--- src/rtl/dma_pkg.sv ---
package dma_pkg;

    typedef enum logic [2:0] {
        ST_IDLE,
        ST_PEND,
        ST_REQ,
        ST_RD,
        ST_WR
    } state_e;

    typedef enum logic [1:0] {
        DIR_M2M = 2'd0,
        DIR_P2M = 2'd1,
        DIR_M2P = 2'd2,
        DIR_RSV = 2'd3
    } dir_e;

    typedef enum logic [1:0] {
        MODE_BURST = 2'd0,
        MODE_STEAL = 2'd1,
        MODE_TRANS = 2'd2
    } mode_e;

    localparam logic [1:0] REG_SRC = 2'd0;
    localparam logic [1:0] REG_DST = 2'd1;
    localparam logic [1:0] REG_CNT = 2'd2;
    localparam logic [1:0] REG_CTL = 2'd3;

    localparam int CTL_SINC = 4;
    localparam int CTL_DINC = 5;
    localparam int CTL_CIRC = 6;
    localparam int CTL_GO   = 7;
    localparam int CTL_BUSY = 8;

    function automatic mode_e decode_mode(input logic [1:0] f);
        case (f)
            2'd1:    return MODE_STEAL;
            2'd2:    return MODE_TRANS;
            default: return MODE_BURST;
        endcase
    endfunction

    function automatic logic dir_is_periph(input dir_e d);
        return (d == DIR_P2M) || (d == DIR_M2P);
    endfunction

endpackage

--- src/rtl/dma_addr_step.sv ---
module dma_addr_step #(
    parameter int AW = 16
) (
    input  logic [AW-1:0] cur,
    input  logic          inc,
    output logic [AW-1:0] nxt
);
    localparam logic [AW-1:0] ONE = AW'(1);

    always_comb begin
        nxt = inc ? cur + ONE : cur;
    end
endmodule

--- src/rtl/dma_bus_gate.sv ---
module dma_bus_gate
    import dma_pkg::*;
(
    input  mode_e mode,
    input  logic  gnt,
    input  logic  cpu_busy,
    output logic  go
);
    always_comb begin
        go = gnt && !((mode == MODE_TRANS) && cpu_busy);
    end
endmodule

--- src/rtl/dma_engine.sv ---
module dma_engine
    import dma_pkg::*;
#(
    parameter int AW = 16,
    parameter int DW = 32
) (
    input  logic          clk,
    input  logic          rst_n,
    input  logic          cfg_we,
    input  logic [1:0]    cfg_addr,
    input  logic [AW-1:0] cfg_wdata,
    output logic [AW-1:0] cfg_rdata,
    input  logic          periph_req,
    output logic          periph_ack,
    output logic          bus_req,
    input  logic          bus_gnt,
    input  logic          cpu_busy,
    output logic          m_en,
    output logic          m_we,
    output logic [AW-1:0] m_addr,
    output logic [DW-1:0] m_wdata,
    input  logic [DW-1:0] m_rdata,
    input  logic          m_err,
    output logic          irq_done,
    output logic          irq_err
);
    localparam logic [AW-1:0] ONE = AW'(1);
    localparam int NSIDE = 2;

    typedef struct packed {
        state_e        st;
        logic [AW-1:0] src;
        logic [AW-1:0] dst;
        logic [AW-1:0] cnt;
        logic [AW-1:0] src0;
        logic [AW-1:0] dst0;
        logic [AW-1:0] cnt0;
        dir_e          dir;
        mode_e         mode;
        logic          sinc;
        logic          dinc;
        logic          circ;
        logic          own;
        logic [DW-1:0] dat;
        logic          ack;
        logic          done;
        logic          err;
    } regs_t;

    regs_t d, q;

    logic [AW-1:0] step_cur [NSIDE];
    logic          step_inc [NSIDE];
    logic [AW-1:0] step_nxt [NSIDE];

    assign step_cur[0] = q.src;
    assign step_cur[1] = q.dst;
    assign step_inc[0] = q.sinc;
    assign step_inc[1] = q.dinc;

    for (genvar g = 0; g < NSIDE; g++) begin : g_step
        dma_addr_step #(.AW(AW)) u_step (
            .cur (step_cur[g]),
            .inc (step_inc[g]),
            .nxt (step_nxt[g])
        );
    end

    logic go;
    dma_bus_gate u_gate (
        .mode     (q.mode),
        .gnt      (bus_gnt),
        .cpu_busy (cpu_busy),
        .go       (go)
    );

    logic periph;
    logic busy;
    logic access;
    logic [AW-1:0] ctl_view;

    always_comb begin
        periph   = dir_is_periph(q.dir);
        busy     = (q.st != ST_IDLE);
        access   = ((q.st == ST_RD) || (q.st == ST_WR)) && go;

        ctl_view = '0;
        ctl_view[1:0]    = q.dir;
        ctl_view[3:2]    = q.mode;
        ctl_view[CTL_SINC] = q.sinc;
        ctl_view[CTL_DINC] = q.dinc;
        ctl_view[CTL_CIRC] = q.circ;
        ctl_view[CTL_BUSY] = busy;

        case (cfg_addr)
            REG_SRC: cfg_rdata = q.src;
            REG_DST: cfg_rdata = q.dst;
            REG_CNT: cfg_rdata = q.cnt;
            default: cfg_rdata = ctl_view;
        endcase

        bus_req    = (q.st == ST_REQ) || (q.st == ST_RD) || (q.st == ST_WR)
                   || ((q.st == ST_PEND) && q.own);
        m_en       = access;
        m_we       = (q.st == ST_WR);
        m_addr     = (q.st == ST_WR) ? q.dst : q.src;
        m_wdata    = q.dat;
        periph_ack = q.ack;
        irq_done   = q.done;
        irq_err    = q.err;
    end

    always_comb begin
        d      = q;
        d.ack  = 1'b0;
        d.done = 1'b0;
        d.err  = 1'b0;

        case (q.st)
            ST_IDLE: begin
                if (cfg_we) begin
                    case (cfg_addr)
                        REG_SRC: begin
                            d.src  = cfg_wdata;
                            d.src0 = cfg_wdata;
                        end
                        REG_DST: begin
                            d.dst  = cfg_wdata;
                            d.dst0 = cfg_wdata;
                        end
                        REG_CNT: begin
                            d.cnt  = cfg_wdata;
                            d.cnt0 = cfg_wdata;
                        end
                        default: begin
                            d.dir  = dir_e'(cfg_wdata[1:0]);
                            d.mode = decode_mode(cfg_wdata[3:2]);
                            d.sinc = cfg_wdata[CTL_SINC];
                            d.dinc = cfg_wdata[CTL_DINC];
                            d.circ = cfg_wdata[CTL_CIRC];
                            if (cfg_wdata[CTL_GO]) begin
                                d.src = q.src0;
                                d.dst = q.dst0;
                                d.cnt = q.cnt0;
                                d.own = 1'b0;
                                if (q.cnt0 == '0) begin
                                    d.err = 1'b1;
                                end else begin
                                    d.st = ST_PEND;
                                end
                            end
                        end
                    endcase
                end
            end

            ST_PEND: begin
                if (!periph || periph_req) begin
                    d.st = q.own ? ST_RD : ST_REQ;
                end
            end

            ST_REQ: begin
                if (bus_gnt) begin
                    d.st  = ST_RD;
                    d.own = 1'b1;
                end
            end

            ST_RD: begin
                if (go) begin
                    if (m_err) begin
                        d.err = 1'b1;
                        d.own = 1'b0;
                        d.st  = ST_IDLE;
                    end else begin
                        d.dat = m_rdata;
                        d.st  = ST_WR;
                    end
                end
            end

            ST_WR: begin
                if (go) begin
                    if (m_err) begin
                        d.err = 1'b1;
                        d.own = 1'b0;
                        d.st  = ST_IDLE;
                    end else begin
                        d.src = step_nxt[0];
                        d.dst = step_nxt[1];
                        d.cnt = q.cnt - ONE;
                        d.ack = periph;
                        if (q.cnt == ONE) begin
                            d.done = 1'b1;
                            d.own  = 1'b0;
                            if (q.circ) begin
                                d.src = q.src0;
                                d.dst = q.dst0;
                                d.cnt = q.cnt0;
                                d.st  = ST_PEND;
                            end else begin
                                d.st  = ST_IDLE;
                            end
                        end else begin
                            d.st  = ST_PEND;
                            d.own = (q.mode == MODE_BURST);
                        end
                    end
                end
            end

            default: d.st = ST_IDLE;
        endcase
    end

    always_ff @(posedge clk or negedge rst_n) begin
        if (!rst_n) begin
            q <= '0;
        end else begin
            q <= d;
        end
    end

    // every access happens under a held request and a live grant
    a_r4_access_needs_grant: assert property (@(posedge clk) disable iff (!rst_n)
        m_en |-> (bus_gnt && bus_req));

    // idle-cycle policy never collides with the processor
    a_r8_idle_cycles_only: assert property (@(posedge clk) disable iff (!rst_n)
        (m_en && (q.mode == MODE_TRANS)) |-> !cpu_busy);

    // stealing gives the bus back right after each write
    a_r7_release_after_unit: assert property (@(posedge clk) disable iff (!rst_n)
        (m_en && m_we && !m_err && (q.mode == MODE_STEAL)) |=> !bus_req);

    // burst keeps the bus between units of one block
    a_r6_burst_holds_bus: assert property (@(posedge clk) disable iff (!rst_n)
        (m_en && m_we && !m_err && (q.mode == MODE_BURST) && (q.cnt > ONE)) |=> bus_req);

    // the count steps down by one per completed unit
    a_r5_count_step: assert property (@(posedge clk) disable iff (!rst_n)
        (m_en && m_we && !m_err && (q.cnt > ONE)) |=> (q.cnt == $past(q.cnt) - ONE));

    // an active run never holds a zero count
    a_r5_no_underflow: assert property (@(posedge clk) disable iff (!rst_n)
        (q.st != ST_IDLE) |-> (q.cnt != '0));

    // acknowledge only follows a finished write
    a_r3_ack_after_write: assert property (@(posedge clk) disable iff (!rst_n)
        periph_ack |-> $past(m_en && m_we && !m_err));

    // an error releases the bus and reports it
    a_r11_error_releases: assert property (@(posedge clk) disable iff (!rst_n)
        (m_en && m_err) |=> (!bus_req && irq_err && !irq_done));

    // completion follows the final write
    a_r9_done_after_last: assert property (@(posedge clk) disable iff (!rst_n)
        irq_done |-> ($past(m_en && m_we) && ($past(q.cnt) == ONE)));

endmodule

--- config.mk ---
export PLATFORM = sky130hd
export DESIGN_NAME = dma_engine
export DESIGN_NICKNAME = d
export VERILOG_FILES = /design/src/rtl/dma_pkg.sv /design/src/rtl/dma_addr_step.sv /design/src/rtl/dma_bus_gate.sv /design/src/rtl/dma_engine.sv
export SDC_FILE = /design/constraint.sdc
export NUM_CORES = 1
export LEC_CHECK = 0
export BUFFER_PORTS_ARGS = -buffer_cell sky130_fd_sc_hd__buf_2
export CELL_PAD_IN_SITES_DETAIL_PLACEMENT = 1
export CELL_PAD_IN_SITES_GLOBAL_PLACEMENT = 1
export CORE_MARGIN = 5
export CORE_UTILIZATION = 38
export CTS_CLUSTER_SIZE = 40
export DETAILED_ROUTE_END_ITERATION = 12
export PLACE_DENSITY = 0.68
export SLEW_MARGIN = 20
export SYNTH_ARGS = -nofsm -noshare
export SYNTH_HDL_FRONTEND = slang
export SYNTH_SLANG_ARGS = --single-unit
--- constraint.sdc ---
create_clock -name clk -period 2.35 [get_ports clk]
set_input_delay 0.235 -clock clk [delete_from_list [all_inputs] [get_ports clk]]
set_output_delay 0.235 -clock clk [all_outputs]
set_load 0.01 [all_outputs]
Word level (Yosys, flattened, before mapping)
Index checks and enable logic that the tools add are counted.
{ "classes": {"addsub": 3, "reduce_logical": 33, "mux": 50, "n_bitwise": 2, "n_eq_ne": 28} }
{ "op_table": {"columns": ["operator", "n"], "rows": [
  ["48-bit 2-to-1 mux", 3],
  ["107-bit 2-to-1 mux", 1],
  ["51-bit 2-to-1 mux", 2],
  ["16-bit 2-to-1 mux", 6],
  ["16-bit case mux with 2 select lines", 3],
  ["48-bit case mux with 2 select lines", 1],
  ["16-bit case mux with 3 select lines", 1],
  ["33-bit 2-to-1 mux", 1],
  ["16-bit by 1-bit adder with 16-bit output (second input constant)", 2],
  ["32-bit 2-to-1 mux", 1],
  ["2-bit inequality test (second input constant)", 11],
  ["3-bit 2-to-1 mux", 7],
  ["6-bit AND reduction", 3],
  ["1-bit 2-to-1 mux", 17],
  ["16-bit by 1-bit equality test with 1-bit output (second input constant)", 1],
  ["16-bit zero test", 1],
  ["8-bit AND reduction", 2],
  ["16-bit by 1-bit subtractor with 16-bit output (second input constant)", 1],
  ["3-bit case mux with 5 select lines", 1],
  ["3-bit AND reduction", 5],
  ["3-bit by 2-bit inequality test with 1-bit output (second input constant)", 3],
  ["2-bit equality test (second input constant)", 4],
  ["8-bit 2-to-1 mux", 1],
  ["2-bit by 1-bit equality test with 1-bit output (second input constant)", 3],
  ["19 further kinds", 35]
]} }
{ "word_totals": {"out_inout_bits": 70, "reg_bits": 142, "word_cells": 133} }

Longest topological paths before layout
{ "logic_depth": {"ltp_word": 7, "mapped_depth": 9} }

By module
A second synthesis with hierarchy kept.
{ "hier_totals": {"hier_cells": 904, "area_unflattened_um2": 8847.2} }
{ "by_module_without_submodules": {"columns": ["mod", "cells_per_inst", "n_inst", "area_each_um2"], "rows": [
  ["dma_engine", 813, 1, 8204.1],
  ["dma_addr_step (g_step[0].u_step)", 45, 1, 325.3],
  ["dma_addr_step (g_step[1].u_step)", 44, 1, 306.5],
  ["dma_bus_gate", 2, 1, 11.3]
]} }

Least setup slack after synthesis
OpenSTA, ideal clock, no wires.
{ "synth_timing": {"path_kind": "input port to output port", "start": "in cfg_addr[1]", "end": "out cfg_rdata[0]", "slack_ps": 340, "t_arrival_ps": 1775, "path_buffers": 3, "stages": 7, "required_ps": 2115, "cell_sequence": "inv_1 ha_1 clkbuf_1 clkbuf_1 clkbuf_1 a222oi_1 mux2i_1"} }
{ "synth_between": {"elab_chain_len": 2} }
{ "synth_rtl": {"columns": ["element", "line", "source"], "rows": [
  ["start, declared", "dma_engine.sv:10", "input logic [1:0] cfg_addr,"],
  ["2-bit equality test (tied with other cells)", "dma_engine.sv:95", "case (cfg_addr)"],
  ["16-bit case mux with 3 select lines *", "dma_engine.sv:95", null],
  ["end, declared", "dma_engine.sv:12", "output logic [AW-1:0] cfg_rdata,"]
]} }
Mark *: on every way between the ends. The rest lies on a longest branch, timed or not.

Worst setup path in the final report
{ "layout_timing": {"start": "reg q[140] (netlist bit)", "end": "out m_addr[7]"} }
{ "layout_between": {"elab_chain_len": 2} }
{ "layout_rtl": {"columns": ["element", "line", "source"], "rows": [
  ["start, declared", "dma_engine.sv:50", "regs_t d, q;"],
  ["start signal, assigned", "dma_engine.sv:219", "q <= '0;"],
  ["start signal, assigned", "dma_engine.sv:221", "q <= d;"],
  ["3-bit equality test", "dma_engine.sv:106", "m_addr = (q.st == ST_WR) ? q.dst : q.src;"],
  ["16-bit 2-to-1 mux", "dma_engine.sv:106", null],
  ["end, declared", "dma_engine.sv:20", "output logic [AW-1:0] m_addr,"]
]} }
Every way passes these cells.

==> flow_summary.yaml <==
placement:
  gp_congestion: 0.8804
  post-dp-hpwl_um: 21070
  port_buffers: 126
  place_area_mm2: 0.009722
global_route:
  grt_overflow: 0
  grt_pass1_vias: 8009
  grt_antenna_before_repair: 0
  grt_max_degree: 52
  track_usage_pct: 23.11
  grt_pass1_wl_um: 47190
setup_path:
  crit_fanout: 11
  critPathCaptureType: "primary output"
  cp.arrival_ns: 2.04
  cpMaxStageDelayCell: "or3b_4"
  cp.required_ns: 2.12
  cpPeakStageDelay_ns: 0.49
  crit_type: "flop to primary output"
  cp_cell_sequence: "or3b_4 > buf_4 > o21ai_0 > buf_2"
  worst_setup_path_start_kind: "flop"
sta:
  layout_min_cycle_time_ns: 2.280
  setup_violations: 0
  relSlewSlack_pct: 61.27
  fmax_ghz: 0.4387
  fin_tns_setup_ns: 0
  period_share_pct: 97.01
  finClkSkew_ns: 0.01215
  rsz0062_at_grt: "false"
  worst_pin_slew_ns: 0.5810
  drv_slew: 0
  hold_viol: 0
final_layout:
  diodes: 0
  syn_to_final_growth_pct: 19.25
  design_area_mm2: 0.01033
  mostFrequentLayoutCell: "dfrtp_1"
  drive_gt1_share_pct: 32.48
  final_nets: 1062
  final_cell_mix: "dfrtp_1, buf_2, nand2_1"
drt:
  drtIter0Drc: 727
  ant_nets: 0
  met3_length_um: 1339
  dr.max_layer_used: "met4"
  firstDrtPassIters: 5
  num_vias: 7623
  route.met2.wl_um: 14270
  wl_met1_um: 13530
  drc: 0
  routed_via_density: 5.886
  finalWirelength_um: 29730
  post_drt_wl_per_cell_um: 22.96
logic_synthesis:
  ys_warn_count: 0
  ys_async_sr_fraction_pct: 100.0
  synth_edf_count: 0
  syn-mean-instance-area_um2: 9.726
  synth_top_area_share_pct: 41.00
  synth_fp_nets: 956
  yosysSeqAreaShare_pct: 41.00
  ys_seq_elements: 142
  synthesis.area_mm2: 0.008666
  yosys-top-cells-area: "dfrtp_1, mux2_2, mux2i_1, nand2_1, buf_4"
  synthFlopType: "dfrtp_1"
  synth_area_leader_cell: "dfrtp_1"
  synth_cell_types: 67
  syn-instance-count: 891
die:
  dieHeight_um: 161.0
  core_mm2: 0.02257
  dieArea_mm2: 0.02592
  initial_core_util_pct: 38.39
  pin_count: 127
  num_rows: 55
  fp.dieW_um: 161.0
power_and_ir_drop:
  power_frac_seq_pct: 38.0
  p_int_mw: 7.564
  p_sw_share_pct: 39.12
  switchingPower_mw: 4.861
  pwr-share-clk_pct: 22.4
  power_per_cell_area_mw_per_mm2: 1202
  peakVddDrop_v: 0.0005677
  leakage_nw: 4.545
  p_comb_share_pct: 39.6
clock_network:
  root_buffer: "clkbuf_16"
  cts_setup_buffers: 0
  worstSkewPairLatency_ns: 0.43
  cts_tree: "built"
  clk_pin_slew_worst_paths_ns: 0.07
  cts_buffers: 17
  cts-htree-levels: 4
  clock-sinks: 142
  cts_buffer_depth: 2
status:
  outcome: "completed"
job:
  max_cap_violations: 0
min_path:
  hold_class: "primary input to flop"
final timing paths:
path	end	cells after the start	slack, ns	start
worst max-delay path	m_addr[7]	4	0.07	q[140]$_DFFE_PN0P_
worst min-delay path	m_wdata[2]$_DFFE_PN0P_	2	0.03	m_rdata[2]
worst max register to register	q[101]$_DFFE_PN0P_	6	0.21	q[141]$_DFFE_PN0P_
worst min register to register	m_wdata[5]$_DFFE_PN0P_	1	0.50	m_wdata[5]$_DFFE_PN0P_
max in group asynchronous	m_wdata[16]$_DFFE_PN0P_	3	1.37	rst_n
min in group asynchronous	q[87]$_DFFE_PN0P_	2	0.30	rst_n
timing repair:
item	4_1_cts	5_1_grt
setup endpoints to repair	13	0
hold buffers	1	0
hold endpoints to repair	44	0
gates resized for setup	2	0
registers in the layout, summed over array words and instances (netlist names):
name	flops
irq_err	1
ctl_view	7
q	100
irq_done	1
periph_ack	1
m_wdata	32
per-stage QoR:
| stage | setup WS (ns) | util (%) | std cells | hold slack [ns] | power (mW) |
|---|---|---|---|---|---|
| finish | 0.07029 | 45.78 | 1295 | 0.02531 | 12.43 |
| global route | 0.01109 | 45.78 | 1295 | 0.01464 | 13.20 |
| detailed placement | 0.2084 | 43.07 | 1262 | 0.2147 | 9.650 |
| floorplan | 0.3398 | - | 891 | -0.06059 | 7.882 |
| global placement | 0.2492 | 43.07 | 1262 | 0.2108 | 9.464 |
| CTS | 0.07885 | 45.78 | 1295 | 0.01323 | 12.48 |
area by class of cell:
type	instances	area, µm²
Multi-Input combinational cell	625	4513
Inverter	21	81.33
Sequential cell	142	3553
Tap cell	285	356.6
Timing Repair Buffer	190	1232
Clock buffer	19	442.9
Fill cell	2588	12240
Clock inverter	13	153.9
critical path: cells and delay by family, from the launching register on:
kind / cells / cell delay, ns
AOI/OAI and AO/OA: 1 / 0.31
and+or+nand+nor: 1 / 0.49
DFF: 1 / 0.38
buffers and inverters: 2 / 0.42
cells by family after synthesis:
group | share of synthesized area [%]
XOR/XNOR | 3.032
AND/OR/NAND/NOR | 15.10
AO/OA/AOI/OAI | 15.29
buffers and inverters | 7.248
flip-flops | 41.00
multiplexers | 17.17
adder cells (fa/ha/maj) | 1.155
Yosys cell counts (10+ instances only):
cell,number
nand3_1,23
mux2_2,93
nor2_1,37
o211ai_1,15
nand2_1,100
a222oi_1,16
nand4_1,17
a211oi_1,10
mux2i_1,44
buf_2,24
inv_1,20
xnor2_1,19
dfrtp_1,142
xor2_1,11
clkbuf_1,39
a21oi_1,28
o21ai_0,29
buf_4,35
o21ai_1,27
nor3_1,25
nor4_1,12
power groups by stage:
stage	registers [mW]	logic [mW]	clock network [mW]
final	4.72	4.92	2.78
after CTS	4.70	4.95	2.83
after floorplan	4.30	3.58	0
after global placement	4.67	4.79	0
after detailed placement	4.73	4.92	0
after global routing	4.87	5.40	2.93
layer usage:
metal,track usage [%],up-vias
met5,0,-
met2,37.72,221
met4,7.018,0
li1,-,3464
met3,3.547,52
met1,31.91,3886
Power figures use the tool's default switching activity.
